<file path="config.mk">
export PLATFORM = sky130hd
export DESIGN_NAME = sc_deact_seq
export DESIGN_NICKNAME = d
export VERILOG_FILES = /design/src/rtl/sc_deact_pkg.sv /design/src/rtl/sc_sync_vec.sv /design/src/rtl/sc_step_timer.sv /design/src/rtl/sc_deact_seq.sv
export SDC_FILE = /design/constraint.sdc
export NUM_CORES = 1
export LEC_CHECK = 0
export ABC_AREA = 1
export ABC_CLOCK_PERIOD_IN_PS = 2710
export CORE_ASPECT_RATIO = 0.6
export CORE_MARGIN = 2
export CORE_UTILIZATION = 25
export DETAILED_ROUTE_END_ITERATION = 12
export GPL_ROUTABILITY_DRIVEN = 0
export MAX_ROUTING_LAYER = met4
export SETUP_SLACK_MARGIN = 0.02
export SYNTH_ARGS = -nofsm -noshare
export SYNTH_HDL_FRONTEND = slang
export SYNTH_HIERARCHICAL = 1
export SYNTH_SLANG_ARGS = --single-unit
</file>
<file path="constraint.sdc">
create_clock -name clk -period 2.71 [get_ports clk]
set_input_delay 0.542 -clock clk [delete_from_list [all_inputs] [get_ports clk]]
set_output_delay 0.542 -clock clk [all_outputs]
set_load 0.02 [all_outputs]
</file>
<file path="src/rtl/sc_deact_pkg.sv">
package sc_deact_pkg;

    typedef enum logic [2:0] {
        ST_IDLE   = 3'd0,
        ST_ACTIVE = 3'd1,
        ST_DRST   = 3'd2,
        ST_DCLK   = 3'd3,
        ST_DIO    = 3'd4,
        ST_DVCC   = 3'd5,
        ST_DDIS   = 3'd6
    } seq_state_e;

    typedef struct packed {
        logic rst;
        logic clk_en;
        logic io_rel;
        logic vcc_en;
    } card_lines_t;

    typedef struct packed {
        seq_state_e  state;
        logic        armed;
        logic        flt_lat;
        logic        off_n;
        card_lines_t lines;
        logic        done;
    } seq_regs_t;

    // Line levels held in each state; each power-down step clears one more line.
    function automatic card_lines_t lines_for(seq_state_e s);
        card_lines_t l;
        case (s)
            ST_ACTIVE, ST_DRST: l = '{rst: 1'b1, clk_en: 1'b1, io_rel: 1'b1, vcc_en: 1'b1};
            ST_DCLK:            l = '{rst: 1'b0, clk_en: 1'b1, io_rel: 1'b1, vcc_en: 1'b1};
            ST_DIO:             l = '{rst: 1'b0, clk_en: 1'b0, io_rel: 1'b1, vcc_en: 1'b1};
            ST_DVCC:            l = '{rst: 1'b0, clk_en: 1'b0, io_rel: 1'b0, vcc_en: 1'b1};
            default:            l = '0;
        endcase
        return l;
    endfunction

endpackage

</file>
<file path="src/rtl/sc_sync_vec.sv">
module sc_sync_vec #(
    parameter int unsigned W = 4
) (
    input  logic         clk,
    input  logic         rst_n,
    input  logic [W-1:0] d_i,
    output logic [W-1:0] q_o
);
    for (genvar i = 0; i < W; i++) begin : g_bit
        logic [1:0] stg_q;
        always_ff @(posedge clk or negedge rst_n) begin
            if (!rst_n) stg_q <= 2'b00;
            else        stg_q <= {stg_q[0], d_i[i]};
        end
        assign q_o[i] = stg_q[1];
    end
endmodule

</file>
<file path="src/rtl/sc_step_timer.sv">
module sc_step_timer #(
    parameter int unsigned CW = 8
) (
    input  logic          clk,
    input  logic          rst_n,
    input  logic          restart_i,
    input  logic [CW-1:0] limit_i,
    output logic          expired_o
);
    logic [CW-1:0] cnt_d, cnt_q;

    // Expires on the cycle the count reaches limit-1; saturates there.
    assign expired_o = ({1'b0, cnt_q} + 1'b1) >= {1'b0, limit_i};

    always_comb begin
        if (restart_i)      cnt_d = '0;
        else if (expired_o) cnt_d = cnt_q;
        else                cnt_d = cnt_q + 1'b1;
    end

    always_ff @(posedge clk or negedge rst_n) begin
        if (!rst_n) cnt_q <= '0;
        else        cnt_q <= cnt_d;
    end
endmodule

</file>
<file path="src/rtl/sc_deact_seq.sv">
module sc_deact_seq
    import sc_deact_pkg::*;
#(
    parameter int unsigned CLK_KHZ = 1500,
    parameter int unsigned GAP_NS  = 500,
    parameter int unsigned DIS_CYC = 150,
    parameter int unsigned NFLT    = 3
) (
    input  logic            clk,
    input  logic            rst_n,
    input  logic            sess_cmd_n_i,
    input  logic            card_present_i,
    input  logic [NFLT-1:0] fault_i,
    output logic            card_rst_o,
    output logic            card_clk_en_o,
    output logic            card_io_rel_o,
    output logic            vcc_en_o,
    output logic            off_n_o,
    output logic            done_o
);
    localparam longint unsigned STEP_RAW = (longint'(GAP_NS) * CLK_KHZ + 64'd999999) / 64'd1000000;
    localparam int unsigned STEP_CYC = (STEP_RAW < 1) ? 1 : int'(STEP_RAW);
    localparam int unsigned DIS_EFF  = (DIS_CYC < 1) ? 1 : DIS_CYC;
    localparam int unsigned MAX_CYC  = (STEP_CYC > DIS_EFF) ? STEP_CYC : DIS_EFF;
    localparam int unsigned CW       = $clog2(MAX_CYC + 1);

    logic [NFLT:0]   sync_w;
    logic            present_s;
    logic [NFLT-1:0] flt_s;
    logic            tmr_exp;
    logic            tmr_restart;
    logic [CW-1:0]   tmr_limit;

    seq_regs_t st_d, st_q;

    sc_sync_vec #(.W(NFLT + 1)) u_sync (
        .clk   (clk),
        .rst_n (rst_n),
        .d_i   ({card_present_i, fault_i}),
        .q_o   (sync_w)
    );

    assign present_s = sync_w[NFLT];
    assign flt_s     = sync_w[NFLT-1:0];

    sc_step_timer #(.CW(CW)) u_tmr (
        .clk       (clk),
        .rst_n     (rst_n),
        .restart_i (tmr_restart),
        .limit_i   (tmr_limit),
        .expired_o (tmr_exp)
    );

    assign tmr_limit   = (st_q.state == ST_DDIS) ? CW'(DIS_EFF) : CW'(STEP_CYC);
    assign tmr_restart = (st_d.state != st_q.state);

    always_comb begin
        st_d = st_q;
        case (st_q.state)
            ST_IDLE: begin
                if (sess_cmd_n_i) begin
                    st_d.armed   = 1'b1;
                    st_d.flt_lat = 1'b0;
                end else if (st_q.armed && present_s && !(|flt_s)) begin
                    st_d.state = ST_ACTIVE;
                    st_d.armed = 1'b0;
                end
            end
            ST_ACTIVE: begin
                if ((|flt_s) || !present_s) begin
                    st_d.state   = ST_DRST;
                    st_d.flt_lat = 1'b1;
                end else if (sess_cmd_n_i) begin
                    st_d.state = ST_DRST;
                end
            end
            ST_DRST: if (tmr_exp) st_d.state = ST_DCLK;
            ST_DCLK: if (tmr_exp) st_d.state = ST_DIO;
            ST_DIO:  if (tmr_exp) st_d.state = ST_DVCC;
            ST_DVCC: if (tmr_exp) st_d.state = ST_DDIS;
            ST_DDIS: if (tmr_exp) st_d.state = ST_IDLE;
            default: st_d.state = ST_IDLE;
        endcase
        st_d.lines = lines_for(st_d.state);
        st_d.done  = (st_d.state == ST_IDLE);
        st_d.off_n = !st_d.flt_lat && present_s;
    end

    always_ff @(posedge clk or negedge rst_n) begin
        if (!rst_n) begin
            st_q       <= '0;
            st_q.state <= ST_IDLE;
            st_q.done  <= 1'b1;
        end else begin
            st_q <= st_d;
        end
    end

    assign card_rst_o    = st_q.lines.rst;
    assign card_clk_en_o = st_q.lines.clk_en;
    assign card_io_rel_o = st_q.lines.io_rel;
    assign vcc_en_o      = st_q.lines.vcc_en;
    assign off_n_o       = st_q.off_n;
    assign done_o        = st_q.done;
endmodule

</file>
== Word-level counts from Yosys, hierarchy flattened ==
Cells that the tools add are included.

* Multiplexer cells: 18
* Reductions and logical operators: 13
* Shift-type cells: 0
* Equal/unequal tests: 13
* Div/mod/pow operators: 0
* Bitwise gates (word level): 0
* Order comparisons: 1
* $add $sub $neg: 2
* Multipliers: 0

{| class="wikitable"
|+ Operator list
! cell !! count
|-
| 3-bit two-way mux || 8
|-
| 8-bit two-way mux || 3
|-
| 3-bit case mux with 7 select lines || 1
|-
| 4-bit case mux with 4 select lines || 1
|-
| 3-bit == test, second input constant || 5
|-
| 3-bit by 2-bit == test with 1-bit output, second input constant || 4
|-
| 8-bit by 1-bit adder with 9-bit output, second input constant || 1
|-
| 9-bit by 8-bit greater-or-equal comparator with 1-bit output || 1
|-
| 8-bit by 1-bit adder with 8-bit output, second input constant || 1
|-
| 3-bit by 1-bit == test with 1-bit output, second input constant || 2
|-
| 3-bit logical NOT || 2
|-
| 4-bit two-way mux || 1
|-
| 1-bit logical AND || 3
|-
| 1-bit logical NOT || 3
|-
| 1-bit two-way mux || 3
|-
| 3-bit != test || 1
|-
| 3-bit OR reduction || 1
|-
| 2-bit by 1-bit != test with 1-bit output, second input constant || 1
|-
| 1-bit case mux with 2 select lines || 1
|-
| 2-bit AND reduction || 1
|-
| 2-bit nonzero test || 1
|-
| 2-bit OR reduction || 1
|-
| 1-bit logical OR || 1
|}

* Input bits: 7
* Memory bits (read-only): 0
* Bits in latches: 0
* Output and inout bits: 6
* Bits in writable memories: 0
* Memories kept: 0
* Register bits after elaboration: 27

== Logic depth before layout (Yosys ltp) ==
* Depth in word-level cells: 9
* Gate-level depth with buffers: 24

== Cells and area by module ==
Netlist, hierarchy kept.

{| class="wikitable"
|+ Modules (own cells, without submodules)
! module !! sequential area each (µm²) !! area an instance (µm²) !! cells an instance !! times used
|-
| sc_step_timer || 200.2 || 718.2 || 96 || 1
|-
| sc_deact_seq || 276.5 || 699.4 || 85 || 1
|-
| sc_sync_vec || 200.2 || 230.2 || 12 || 1
|}

== Worst setup path before layout ==
OpenSTA, ideal clock, no wires.

* Path kind: register -> register
* From: reg u_tmr.cnt_q[0]
* To: reg u_tmr.cnt_q[3]
* Period minus slack after synthesis: 2,799 ps
* Setup slack: -89 ps
* Data arrival time: 2,733 ps
* Required time: 2,644 ps
* Path buffers: 1
* Cell stages (with the launch flop): 23
* Cell sequence: dfrtp_1 > ha_1 > nand3_2 > xnor2_1 > ha_1 > nand2_1 > inv_1 > nand2_1 > nand3_1 > nand2_1 > nand2_1 > nand2_2 > nand2_4 > nor2_1 > nand2_1 > nand3_2 > nor2_4 > nand2_1 > nand3_1 > inv_1 > buf_2 > nand4_1 > nand2_1

* Word-level cells in the longest chain between the ends: 6
* Elaborated cells between the ends (all ways): 13
* Those cells by class: add/sub: 2; order compare: 1; eq/ne: 2; mux: 8

{| class="wikitable"
|+ Ends and longest elaborated chain
! what !! RTL line !! text
|-
| start: declaration || sc_step_timer.sv:10 || <nowiki>logic [CW-1:0] cnt_d, cnt_q;</nowiki>
|-
| start signal: assignment || sc_step_timer.sv:23 || <nowiki>else cnt_q <= cnt_d;</nowiki>
|-
| 8-bit by 1-bit adder with 9-bit output * || sc_step_timer.sv:13 || <nowiki>assign expired_o = ({1'b0, cnt_q} + 1'b1) >= {1'b0, limit_i};</nowiki>
|-
| 9-bit by 8-bit greater-or-equal comparator with 1-bit output * || sc_step_timer.sv:13 ||
|-
| net tmr_exp || sc_deact_seq.sv:30 || <nowiki>logic tmr_exp;</nowiki>
|-
| 3-bit two-way mux (on tied branches) || -- ||
|-
| 3-bit case mux with 7 select lines * || sc_deact_seq.sv:59 || <nowiki>case (st_q.state)</nowiki>
|-
| 3-bit != test * || sc_deact_seq.sv:55 || <nowiki>assign tmr_restart = (st_d.state != st_q.state);</nowiki>
|-
| net tmr_restart || sc_deact_seq.sv:31 || <nowiki>logic tmr_restart;</nowiki>
|-
| 2-bit by 1-bit != test with 1-bit output (no source line) or 8-bit two-way mux (tied branches) || -- ||
|}

The timed path passes the listed nets; every way through them passes the cells marked *. The select of a mux whose other input is x is not followed.
A chain may end at the register's enable or synchronous reset.

== Final worst setup path ==
* From: reg u_tmr.cnt_q[1]
* To: reg u_tmr.cnt_q[2]

Same word-level chain as after synthesis.

==> reports/results.txt <==
Maximum fanout count along the critical path -> 8
Yosys cell types -> 28
Final period util -> 102%
RSZ-0062 raised after global routing -> yes
Hold-fix buffers at CTS -> 0
Global-route wire length before repair -> 6230 um
Average routed wire per standard cell -> 11.8 um
DRC violation count after routing -> 0
Total grt overflow -> 0
Total chip power -> 2.13 mW
Startpoint of the worst setup timing path -> u_tmr/cnt_q[1]
Combined area of all synthesized cells -> 1650 um2
Number of optimization iterations in the first detailed-route pass -> 5
Status -> complete, but fails checks
Power density relative to cell area -> 975 nW/um2
Top post-synthesis cells by area -> dfrtp_1 39%, nand2_1 10%, ha_1 6.8%
Worst setup path endpoint -> u_tmr/cnt_q[2]
Overall Global Routing Usage -> 11.8%
Port Buf Inserts -> 12
FF+latch count, synth -> 27
CTS tree -> built
Layout cell share with drive strength beyond 1 -> 37.1%
Setup slack of the worst register-to-register path -> -0.04 ns
Synthesis Warnings -> 6
DRC violation total after the first TritonRoute iteration -> 108
Number of enable flip-flop cells after synthesis -> 0
Reg clk slew, reported paths -> 0.09 ns
Initial Utilization -> 26.4%
Hold crit path type -> reg -> reg
R2r endpoint -> u_tmr/cnt_q[2]
Sum of net half-perimeters after detailed placement -> 2660 um
Core Area -> 6250 um2
WS Path Type -> reg -> reg
Area growth, synth to finish -> 32.6%
Final cell count without fillers -> 308
Cell type with the largest total area after synthesis -> dfrtp_1
Top flip-flop cell by instance count after synthesis -> dfrtp_1
Most repeated cell in the gate-level netlist after synthesis -> nand2_1
Timing-limited maximum frequency -> 0.363 GHz
Clk Latency, worst-skew pair -> 0.27 ns
Minimum clock period after layout -> 2.75 ns
Leakage power total -> 1.06 nW
Avg Cell Area, Syn -> 8.54 um2
Antenna diode instance count -> 0
Number of fill cells -> 643
Antenna violations before repair -> 0
Hold violation total from the final report -> 0
Via density -> 4.26
Failing checks -> setup timing
Cell count after placement -> 294
Critical-path cell list -> ha_4, nand3_4, xnor2_2, ha_1, nand2_1, nor2_1, nand2_1, nand3_1, nand2_1, nand2_2, nand2_4, nand2_8, inv_4, nand4_1, nand3_2, nor2_4, nand2_2, nand3_4, clkinvlp_4, nand3_2, nand2_2
Worst reg2reg startpoint -> u_tmr/cnt_q[1]
Worst Setup End Kind -> register
Final core utilization -> 35.0%
Final Max Slew Viols -> 0
Number of maximum-capacitance constraint violations -> 0
Die Height -> 66.9 um
Maximum resistive drop on vdd -> 539 uV
Worst stage delay on the critical path -> 0.42 ns
Largest net degree at the start of global routing -> 28
Number of global-route vias before repair -> 1,218
Async SR Flop Fraction -> 100%
Cell type of the slowest stage on the worst timing path -> dfrtp_1
Smallest setup slack after layout -> -0.0414 ns
Worst Min Path Start -> u_sync/g_bit[2].stg_q[0]
Core Rows -> 22
List of most frequent post-synthesis cells -> 46 x nand2_1, 26 x dfrtp_1, 26 x inv_1, 18 x nand3_1, 11 x nand4_1
Die extent in x -> 109 um
Clock tree sinks -> 27
Count of mapped cells out of synthesis -> 193
Root buffer cell -> clkbuf_8
Number of H-tree levels -> 1
Final setup viols -> 7
Number of top-level pins -> 13
Final wirelength -> 3620 um
WP data required -> 2.88 ns
Post-route clock skew -> 0.00440 ns
CP Launch Type -> register
Die area -> 7280 um2
CTS buffer count -> 3
Number of nets in the layout -> 241
Logic depth of the worst register-to-register path -> 21
Critical path arrival -> 2.92 ns
Share of the synthesized area in the top cell type -> 39.5%
Post-route antenna net violation count -> 0
Via count -> 1,312
Portion of the post-synthesis area used by sequential elements -> 41.1%
Bufs on Longest Clock Path -> 2
## what timing repair did
action	in CTS	in global routing
setup endpoints to repair	8	13
resized for setup	25	7
pin swaps	24	12
buffers inserted	7	2
gates cloned	1	0
## logic make-up (layout without fill, tap and decap cells)
family          count (synthesis)  in the layout  synth area share [%]
compound gates                  9              9                  4.18
xor+xnor                        4              4                  2.13
fa+ha+maj                       9              9                  6.83
buf+inv                        39             68                  11.7
flops                          27             27                  41.1
other cells                     1              3                 0.228
simple gates                  104            104                  33.9
## worst max-delay path, delay by kind of cell, from the launching register on
kind	cells	cell delay, ns
xor+xnor	1	0.16
fa+ha+maj	2	0.48
simple gates	16	1.30
buf+inv	2	0.28
flops	1	0.42
## stage by stage
stage	hold WS (ns)	TNS [ns]	cell area, um2	setup slack (ns)
2_1_floorplan	0.246	0	1700	0.0528
3_3_place_gp	0.332	-0.501	1940	-0.0764
3_5_place_dp	0.335	-0.843	1940	-0.116
4_1_cts	0.357	-0.0259	2150	-0.0139
5_1_grt	0.365	-1.84	2180	-0.233
6_report	0.353	-0.218	2180	-0.0414
## layer usage
metal | routed length (um) | vias to the layer above | global-route usage (%) | part of all wire, %
li1 | - | 674 | - | -
met1 | 2040 | 609 | 18.9 | 56
met2 | 1410 | 27 | 14.4 | 39
met3 | 152 | 2 | 2.35 | 4.2
met4 | 8 | 0 | 2.88 | 0.22
met5 | 0 | - | - | 0
## sequential cells by signal (all words and copies together), names as in the netlist
register,cells
card_clk_en_o,1
card_io_rel_o,1
card_rst_o,1
done_o,1
off_n_o,1
st_q,5
u_sync/g_bit.stg_q,8
u_tmr/cnt_q,8
vcc_en_o,1
## power breakdown
part | internal [mW] | total [mW] | switching (mW)
Clock | 0.103 | 0.226 | 0.123
Combinational | 0.531 | 1.32 | 0.790
Sequential | 0.517 | 0.583 | 0.0657
## layout by cell type (no fill, tap or decap), types with 4 or more instances in the layout
cell / netlist / final
nor2_1: 7 / 6
nand4_1: 11 / 11
clkdlybuf4s50_1: 0 / 12
dfrtp_1: 26 / 25
nand3_2: 7 / 15
nand3_4: 1 / 4
ha_1: 9 / 8
inv_1: 26 / 23
nor2_4: 4 / 6
buf_4: 4 / 18
nand2_1: 46 / 38
inv_4: 3 / 5
nand2_2: 8 / 15
nand3_1: 18 / 7
## how the worst min path moves through the flow
| stage | end | slack [ns] | depth (start not counted) |
|---|---|---|---|
| 6_report | u_sync/g_bit[2].stg_q[1] | 0.35 | 0 |
| 5_1_grt | u_sync/g_bit[1].stg_q[1] | 0.36 | 0 |
| 4_1_cts | u_sync/g_bit[1].stg_q[1] | 0.36 | 0 |
| 3_5_place_dp | u_sync/g_bit[1].stg_q[1] | 0.33 | 0 |
| 3_3_place_gp | u_sync/g_bit[3].stg_q[1] | 0.33 | 0 |
| 2_1_floorplan | card_clk_en_o | 0.25 | 0 |
## final cells by class
type                    count  area, um2  area share, %
clock inverters             1       5.00          0.229
well taps                  84        105           4.81
clock buffers               3       41.3           1.89
repair buffers             32        278           12.7
multi-input cells         129        941           43.1
repair inverters            1       7.51          0.344
inverters                  31        129           5.90
flip-flops and latches     27        678           31.0
No activity file was read; power rests on OpenSTA's default activity.
